### src/rtl/acm_pkg.sv
package acm_pkg;

    localparam int RATIO_W   = 10;
    localparam int CAUSES    = 4;
    localparam int MIN_RATIO = 32;
    localparam int MAX_RATIO = 512;

    // Bit positions in the status vector and the ignore mask
    typedef enum int unsigned {
        C_MISSING  = 0,
        C_INVALID  = 1,
        C_RATE     = 2,
        C_MISMATCH = 3
    } cause_e;

    // Configured ratio code to bit clocks per frame; zero means "no check"
    function automatic logic [RATIO_W-1:0] decode_ratio(input logic [3:0] code);
        logic [RATIO_W-1:0] r;
        case (code)
            4'd3:    r = RATIO_W'(32);
            4'd5:    r = RATIO_W'(64);
            4'd7:    r = RATIO_W'(128);
            4'd9:    r = RATIO_W'(256);
            4'd11:   r = RATIO_W'(512);
            default: r = '0;
        endcase
        return r;
    endfunction

    function automatic logic rate_fault(input logic [3:0] mode, input logic [3:0] det);
        return (mode == 4'd0) ? (det == 4'd0) : (det != mode);
    endfunction

endpackage

### src/rtl/acm_edge_sync.sv
module acm_edge_sync #(
    parameter int STAGES = 2
) (
    input  logic clk,
    input  logic rst,
    input  logic sig_in,
    output logic rise
);
    // sh[0] is the newest sample; sh[STAGES] holds the previous synchronized value
    logic [STAGES:0] sh;

    always_ff @(posedge clk) begin
        if (rst) sh <= '0;
        else     sh <= {sh[STAGES-1:0], sig_in};
    end

    assign rise = sh[STAGES-1] & ~sh[STAGES];

endmodule

### src/rtl/acm_frame_counter.sv
module acm_frame_counter #(
    parameter int W    = 10,
    parameter int RMIN = 32,
    parameter int RMAX = 512
) (
    input  logic         clk,
    input  logic         rst,
    input  logic         bck_rise,
    input  logic         frame_start,
    output logic [W-1:0] ratio,
    output logic         invalid
);
    localparam logic [W-1:0] MIN_V = W'(RMIN);
    localparam logic [W-1:0] MAX_V = W'(RMAX);

    logic [W-1:0] cnt_q, ratio_q, cur;
    logic         stable_q;

    always_comb begin
        cur = cnt_q;
        if (bck_rise && cnt_q != '1) cur = cnt_q + W'(1);
    end

    always_ff @(posedge clk) begin
        if (rst) begin
            cnt_q    <= '0;
            ratio_q  <= '0;
            stable_q <= 1'b0;
        end else if (frame_start) begin
            ratio_q  <= cur;
            stable_q <= (cur == ratio_q);
            cnt_q    <= '0;
        end else begin
            cnt_q    <= cur;
        end
    end

    assign ratio   = ratio_q;
    assign invalid = !stable_q || (ratio_q < MIN_V) || (ratio_q > MAX_V);

    // a frame whose count differs from the previous one leaves the ratio invalid
    a_r2_change_clears: assert property (@(posedge clk) disable iff (rst)
        (frame_start && cur != ratio_q) |=> invalid);

    // the running count never wraps past its maximum
    a_r1_count_saturates: assert property (@(posedge clk) disable iff (rst)
        (!frame_start && cnt_q == '1) |=> (cnt_q == '1 || $past(frame_start)));

endmodule

### src/rtl/acm_miss_timer.sv
module acm_miss_timer #(
    parameter int LIMIT = 1024
) (
    input  logic clk,
    input  logic rst,
    input  logic bck_rise,
    output logic missing
);
    localparam int CW = $clog2(LIMIT + 1);
    localparam logic [CW-1:0] LIM_V = CW'(LIMIT);

    logic [CW-1:0] idle_q;

    always_ff @(posedge clk) begin
        if (rst)                 idle_q <= '0;
        else if (bck_rise)       idle_q <= '0;
        else if (idle_q != LIM_V) idle_q <= idle_q + CW'(1);
    end

    assign missing = (idle_q == LIM_V);

    // a bit-clock edge always ends the missing indication on the next cycle
    a_r4_edge_clears: assert property (@(posedge clk) disable iff (rst)
        bck_rise |=> !missing);

endmodule

### src/rtl/audio_clk_monitor.sv
module audio_clk_monitor
    import acm_pkg::*;
#(
    parameter int SYNC_STAGES = 2,
    parameter int MISS_LIMIT  = 1024
) (
    input  logic                 clk,
    input  logic                 rst,
    input  logic                 bck_in,
    input  logic                 lrck_in,
    input  logic [3:0]           cfg_ratio_code,
    input  logic [3:0]           cfg_rate_mode,
    input  logic [3:0]           det_rate_code,
    input  logic [CAUSES-1:0]    ignore_mask,
    input  logic                 latch_en,
    input  logic                 sticky_clr,
    output logic [RATIO_W-9:0]   ratio_hi,
    output logic [7:0]           ratio_lo,
    output logic [CAUSES-1:0]    status,
    output logic                 clk_err
);
    logic               bck_rise, lrck_rise, missing, invalid;
    logic [RATIO_W-1:0] ratio, expect_ratio;
    logic [CAUSES-1:0]  live, sticky_q;

    acm_edge_sync #(.STAGES(SYNC_STAGES)) u_bck_sync (
        .clk(clk), .rst(rst), .sig_in(bck_in), .rise(bck_rise));

    acm_edge_sync #(.STAGES(SYNC_STAGES)) u_lrck_sync (
        .clk(clk), .rst(rst), .sig_in(lrck_in), .rise(lrck_rise));

    acm_frame_counter #(.W(RATIO_W), .RMIN(MIN_RATIO), .RMAX(MAX_RATIO)) u_frame (
        .clk(clk), .rst(rst), .bck_rise(bck_rise), .frame_start(lrck_rise),
        .ratio(ratio), .invalid(invalid));

    acm_miss_timer #(.LIMIT(MISS_LIMIT)) u_miss (
        .clk(clk), .rst(rst), .bck_rise(bck_rise), .missing(missing));

    assign expect_ratio = decode_ratio(cfg_ratio_code);

    always_comb begin
        live             = '0;
        live[C_MISSING]  = missing;
        live[C_INVALID]  = invalid;
        live[C_RATE]     = rate_fault(cfg_rate_mode, det_rate_code);
        live[C_MISMATCH] = (expect_ratio != '0) && !invalid && (ratio != expect_ratio);
    end

    always_ff @(posedge clk) begin
        if (rst || sticky_clr) sticky_q <= '0;
        else                   sticky_q <= sticky_q | live;
    end

    assign status   = latch_en ? (sticky_q | live) : live;
    assign clk_err  = |(status & ~ignore_mask);
    assign ratio_hi = ratio[RATIO_W-1:8];
    assign ratio_lo = ratio[7:0];

    // without a clear, no sticky bit ever falls
    a_r8_sticky_hold: assert property (@(posedge clk) disable iff (rst)
        !sticky_clr |=> ((sticky_q & $past(sticky_q)) == $past(sticky_q)));

    // a live valid report implies the ratio lies in the legal window
    a_r3_valid_in_range: assert property (@(posedge clk) disable iff (rst)
        (!latch_en && !status[C_INVALID]) |->
            (ratio >= RATIO_W'(MIN_RATIO) && ratio <= RATIO_W'(MAX_RATIO)));

    // masking every cause silences the aggregate flag
    a_r7_all_ignored: assert property (@(posedge clk) disable iff (rst)
        (&ignore_mask) |-> !clk_err);

endmodule

### config.mk
export PLATFORM = sky130hd
export DESIGN_NAME = audio_clk_monitor
export DESIGN_NICKNAME = d
export VERILOG_FILES = /design/src/rtl/acm_pkg.sv /design/src/rtl/acm_edge_sync.sv /design/src/rtl/acm_frame_counter.sv /design/src/rtl/acm_miss_timer.sv /design/src/rtl/audio_clk_monitor.sv
export SDC_FILE = /design/constraint.sdc
export NUM_CORES = 1
export LEC_CHECK = 0
export BUFFER_PORTS_ARGS = -buffer_cell sky130_fd_sc_hd__buf_2
export CORE_ASPECT_RATIO = 0.8
export CORE_MARGIN = 3
export CORE_UTILIZATION = 35
export DETAILED_ROUTE_END_ITERATION = 16
export GPL_TIMING_DRIVEN = 1
export PLACE_DENSITY = 0.58
export RECOVER_POWER = 100
export SYNTH_ARGS = -nofsm -noshare
export SYNTH_HDL_FRONTEND = slang
export SYNTH_HIERARCHICAL = 1
export SYNTH_SLANG_ARGS = --single-unit
### constraint.sdc
create_clock -name clk -period 3.44 [get_ports clk]
set_clock_uncertainty 0.2 [all_clocks]
set_input_delay 0 -clock clk [delete_from_list [all_inputs] [get_ports clk]]
set_output_delay 0 -clock clk [all_outputs]
set_load 0.05 [all_outputs]
; After elaboration in Yosys (flattened, before gate mapping)
; Index checks and enable logic that the tools add are counted.
[totals]
register_bits = 42
in_bits = 22
out_inout_bits = 15
wordCells = 47
[classes]
addsub = 2
order_cmp = 2
n_eq_ne = 11
muxes = 4
bitwise_logic = 7
reduce_logical = 14
[ops]
columns = cell, n
row1 = $pmux 10 s5, 1
row2 = $add 11x1->11 const B, 1
row3 = $eq 11x11->1 const B, 1
row4 = $ne 11x11->1 const B, 1
row5 = $add 10x1->10 const B, 1
row6 = $eq 10x10->1, 1
row7 = $gt 10x10->1 const B, 1
row8 = $lt 10x6->1 const B, 1
row9 = $mux 10, 1
row10 = $ne 10x10->1, 1
row11 = $ne 10x10->1 const B, 1
row12 = $reduce_bool 10->1, 1
row13 = $eq 4x3->1 const B, 2
row14 = $eq 4x4->1 const B, 2
row15 = $logic_not 4->1, 2
row16 = $and 4x4->4, 1
row17 = $eq 4x2->1 const B, 1
row18 = $mux 4, 1
row19 = $ne 4x4->1, 1
row20 = $not 4->4, 1
row21 = $or 4x4->4, 1
row22 = $reduce_or 2->1, 2
row23 = $reduce_or 4->1, 1
row24 = $logic_and 1x1->1, 3
row25 = 5 further kinds, 10

; Depth between registers and ports, before layout
[depth]
ltp_word = 10
depth_mapped = 8

; By module
; Netlist, hierarchy kept.
[modules_own_cells]
columns = mod, n_inst, cells_per_inst, area_each_um2, seq_area_each_um2
row1 = acm_frame_counter, 1, 162, 1322.5, 420.4
row2 = acm_miss_timer, 1, 62, 564.3, 220.2
row3 = audio_clk_monitor, 1, 58, 445.4, 80.1
row4 = acm_edge_sync, 2, 7, 87.6, 60.1

; Worst setup path before layout
; No wires, ideal clock.
[synth_path]
kind = register to output
startpoint = register u_frame.ratio_q[6], in the netlist u_frame/ratio[6]
endpoint = output port clk_err
t_arrival_ns = 2.355
required_time_ns = 3.240
setup_slack_ns = 0.885
path_stages_with_launch = 8
n_path_buf = 0
cell_sequence = dfxtp_1 -> nor4_1 -> nand4b_1 -> o21ai_0 -> nand2_1 -> a2111oi_2 -> o21bai_1 -> o221ai_1
[synth_between]
elab_chain_cells = 10
word_cells_on_any_way = 12
[synth_rtl]
columns = item, line_no
row1 = "start, declared", acm_frame_counter.sv:16  ; logic [W-1:0] cnt_q, ratio_q, cur;
row2 = "start signal, assigned", acm_frame_counter.sv:30  ; ratio_q <= cur;
row3 = $lt 10x6->1, acm_frame_counter.sv:39  ; assign invalid = !stable_q || (ratio_q < MIN_V) || (ratio_q > MAX_V);
row4 = $logic_or 1x1->1, acm_frame_counter.sv:39
row5 = $logic_or 1x1->1 (*), acm_frame_counter.sv:39
row6 = net invalid, audio_clk_monitor.sv:22  ; logic bck_rise, lrck_rise, missing, invalid;
row7 = $logic_not 1->1, audio_clk_monitor.sv:46  ; live[C_MISMATCH] = (expect_ratio != '0) && !invalid && (ratio != expect_ratio);
row8 = $logic_and 1x1->1 (2 in a row), audio_clk_monitor.sv:46
row9 = $or 4x4->4, audio_clk_monitor.sv:54  ; assign status = latch_en ? (sticky_q | live) : live;
row10 = $mux 4 (*), audio_clk_monitor.sv:54
row11 = $and 4x4->4 (*), audio_clk_monitor.sv:55  ; assign clk_err = |(status & ~ignore_mask);
row12 = $reduce_or 4->1 (*), audio_clk_monitor.sv:55
row13 = "end, declared", audio_clk_monitor.sv:20  ; output logic clk_err
; The timed path passes the listed nets; every way through them passes the cells marked *.

; Worst setup path in the final report
[layout_path]
startpoint = register u_frame.ratio_q[3], in the netlist u_frame/ratio[3]
endpoint = output port clk_err
; Same word-level chain as after synthesis.

==> summary.txt <==
Outcome
  – Status: finished, final reports clean

Clocking
  – Clock buffer count from CTS: 5
  – Worst-Skew Late Latency: 0.29 ns
  – Clk root buf: clkbuf_8
  – Clock sinks: 42
  – Post-CTS setup buffers: 0
  – H-Tree Depth: 2
  – Clock tree buffer depth: 2
  – CTS tree: yes
  – CTS clk-pin slew, worst paths: 0.08 ns

Floorplanning
  – Initial cell density of the core: 0.376
  – DIE AREA: 0.00822 mm^2
  – Core box area: 0.00667 mm^2
  – DIE HEIGHT: 81.7 um
  – Ports placed on the boundary: 37
  – Std cell rows: 26
  – Die X: 101 um

Timing
  – Period utilization: 0.844
  – Tmin final: 2.90 ns
  – Hold_ws: 0.243 ns
  – Max Slew Vio Count: 0
  – Final Hold Fails: 0
  – Final Setup Violations: 0
  – Slew @ Worst Pin: 1.21 ns
  – Max frequency: 0.344 GHz
  – Rel. slew slack: 0.195
  – Final TNS setup: 0 ns
  – RSZ-0062 raised after global routing: false

Synthesis
  – Post-Synth Simple-Gate Area: 0.317
  – Adder-cell share of the synthesized area: 0.0150
  – Synth Area per Inst: 8.47 um^2
  – Mux cell area share after synthesis: 0.0299
  – Main flop type after synthesis: dfxtp_1
  – Syn_nets: 321
  – XOR/XNOR share of the synthesized area: 0.0699
  – Synthesis-stage register bit count: 42
  – Register area share after synthesis: 0.335
  – Post-synth EDFFs: 0
  – Synth Area in Compound Gates: 0.194
  – YS warnings: 6
  – Largest family of logic cells by synthesized area: simple AND/OR/NAND/NOR gates
  – Async set-reset flop share out of synthesis: 0
  – Synth Cell Area: 0.00251 mm^2
  – Post-synthesis cell type count: 65
  – Mapped Cells: 296

GRT
  – Vias in the first global route: 2082
  – Remaining Overflow, GRT: 0
  – Total GRT Usage: 0.158
  – Pin count of the biggest net entering global routing: 26
  – Initial antenna violation count: 0
  – First-pass GRT wire length: 10400 um

Finish
  – Share of layout cells above drive strength 1: 0.144
  – FF/Latch Area: 841 um^2
  – Area grow syn2layout: 15.3%
  – Antenna cell count: 0
  – NumNets Final: 364
  – Multi-input gate area: 0.00154 mm^2
  – Post-Layout Cell Count: 424
  – Fill count: 685

Worst setup path
  – Setup crit end kind: output port
  – Largest stage delay, worst path: 0.49 ns
  – Critical-path cell list: nor4_1, nand4b_1, o21ai_0, nand2_1, a2111oi_0, o21bai_1, o221ai_1, clkbuf_1
  – Worst EP arrival: 2.70 ns
  – CP Class: reg2out
  – Startpoint class of the critical path: flop
  – CP Max Fanout: 7
  – WP buf/inv: 1
  – Worst path slowest cell: clkbuf_1
  – Cell family with most CP delay: compound AO/OA/AOI/OAI gates
  – Critical Path RT: 3.24 ns

Power
  – P_leak: 1.03 nW
  – P per Cell Area: 342 mW/mm^2
  – Clk pwr share: 0.336
  – P_sw: 0.274 mW
  – Comb power frac: 0.144
  – Internal power: 0.716 mW
  – Worst vdd ir: 0.236 mV
  – Sw Ratio: 0.277
  – Sequential power share: 0.520

Drt
  – DRC violations left: 0
  – Average wire per standard cell: 14.7 um
  – Detail Route Antenna Nets: 0
  – DR iter-0 viols: 141
  – Routed vias: 2313
  – DRT Wirelength: 6240 um
  – Drt pass-1 iters: 4
  – Vias/cell: 5.46

Placement
  – Placed cell count: 407
  – GPL Wtd Cong: 0.902
  – HPWL after detailed placement: 4500 um
  – IO Port Bufs: 36

Worst hold path
  – Worst Hold Class: reg2reg

Job
  – Maxcap violations: 0
-- kinds of logic (layout without fill, tap and decap cells) --
kind of cell | count (synthesis) | count (layout)
AO/OA/AOI/OAI | 68 | 68
multiplexers | 7 | 7
buffers and inverters | 23 | 67
adder cells (fa/ha/maj) | 3 | 3
XOR/XNOR | 20 | 20
flip-flops | 42 | 42
AND/OR/NAND/NOR | 133 | 133
-- metrics by stage --
stage          area (um^2)  setup slack (ns)  total power, mW  utilization
2_1_floorplan         2510             0.885            0.622            -
6_report              2890             0.537            0.990        0.433
3_5_place_dp          2760             0.655            0.667        0.413
5_1_grt               2890             0.291             1.05        0.433
3_3_place_gp          2760             0.840            0.665        0.413
4_1_cts               2940             0.651             1.01        0.441
-- state kept, by name, summed over array words and instances (netlist names) --
name and flops:
u_miss/idle_q 11, u_frame/cnt_q 10, u_frame/ratio 10, sticky_q 4, u_bck_sync/sh 3, u_lrck_sync/sh 3, u_frame/stable_q 1
-- synth_stat cells (3+ instances only) --
master	instances	area [um^2]
buf_2	3	15.0
xor2_1	11	96.3
and4_1	3	26.3
nor2_1	35	131
or2_2	3	18.8
mux2i_1	6	60.1
o22ai_1	3	18.8
nand3_1	8	40.0
nand3b_1	6	45.0
clkbuf_1	6	22.5
nand4_1	6	37.5
or3_1	4	25.0
nand2_1	17	63.8
nor3_1	7	35.0
o21ai_0	13	65.1
a211oi_1	8	60.1
nor2b_1	7	43.8
inv_1	12	45.0
dfxtp_1	42	841
nand2b_1	7	43.8
and2_1	3	18.8
nor4_1	5	31.3
a21oi_1	16	80.1
or4_1	3	22.5
xnor2_1	9	78.8
ha_1	3	37.5
o211ai_1	3	22.5
-- final cells by class --
cell class / count / area share
clock buffers: 6 / 0.0286
clock inverters: 2 / 0.00433
repair buffers: 47 / 0.0909
well taps: 84 / 0.0364
inverters: 12 / 0.0156
multi-input cells: 231 / 0.533
flip-flops and latches: 42 / 0.291
-- power by group through the flow --
| stage | Combinational [mW] | Clock, mW | Sequential, mW |
|---|---|---|---|
| after detailed placement | 0.142 | 0 | 0.526 |
| after CTS | 0.150 | 0.348 | 0.514 |
| after global placement | 0.139 | 0 | 0.525 |
| after floorplan | 0.0862 | 0 | 0.535 |
| final | 0.143 | 0.332 | 0.515 |
| after global routing | 0.159 | 0.374 | 0.517 |
-- layout by cell type (no fill, tap or decap), types with 3 or more instances in the layout --
| cell | instances |
|---|---|
| a21oi_1 | 16 |
| xor2_1 | 11 |
| o211ai_1 | 3 |
| a211oi_1 | 8 |
| nand4_1 | 6 |
| nor3_1 | 7 |
| or3_1 | 4 |
| nand2_1 | 17 |
| o22ai_1 | 4 |
| and4_1 | 3 |
| nand3b_1 | 6 |
| nor2_1 | 35 |
| dlygate4sd3_1 | 9 |
| nor4_1 | 5 |
| ha_1 | 3 |
| or4_1 | 3 |
| mux2i_1 | 6 |
| xnor2_1 | 9 |
| dfxtp_1 | 42 |
| o21ai_0 | 13 |
| inv_1 | 12 |
| nand2b_1 | 7 |
| clkbuf_1 | 16 |
| nor2b_1 | 7 |
| nand3_1 | 8 |
| buf_2 | 21 |
| clkbuf_8 | 6 |
-- per-layer routing --
layer  part of all wire  wire, um  global-route usage  vias up
li1                   -         -                   -     1170
met1               0.53      3300               0.241     1073
met2               0.39      2450               0.224       65
met3              0.070       434              0.0289        5
met4             0.0082        51              0.0404        0
met5                  0         0                   0        -
-- repair_timing --
action	4_1_cts	5_1_grt
gates resized for setup	0	0
endpoints found under the hold margin	13	0
hold buffers	9	0
-- worst paths after layout --
check	to	depth (start not counted)	slack [ns]	from
max	clk_err	8	0.54	u_frame/ratio[3]
min	u_bck_sync/sh[1]	1	0.24	u_bck_sync/sh[0]
max reg2reg	u_frame/stable_q	8	0.57	u_bck_sync/sh[1]
min reg2reg	u_bck_sync/sh[1]	1	0.24	u_bck_sync/sh[0]
No activity file was read; power rests on OpenSTA's default activity.
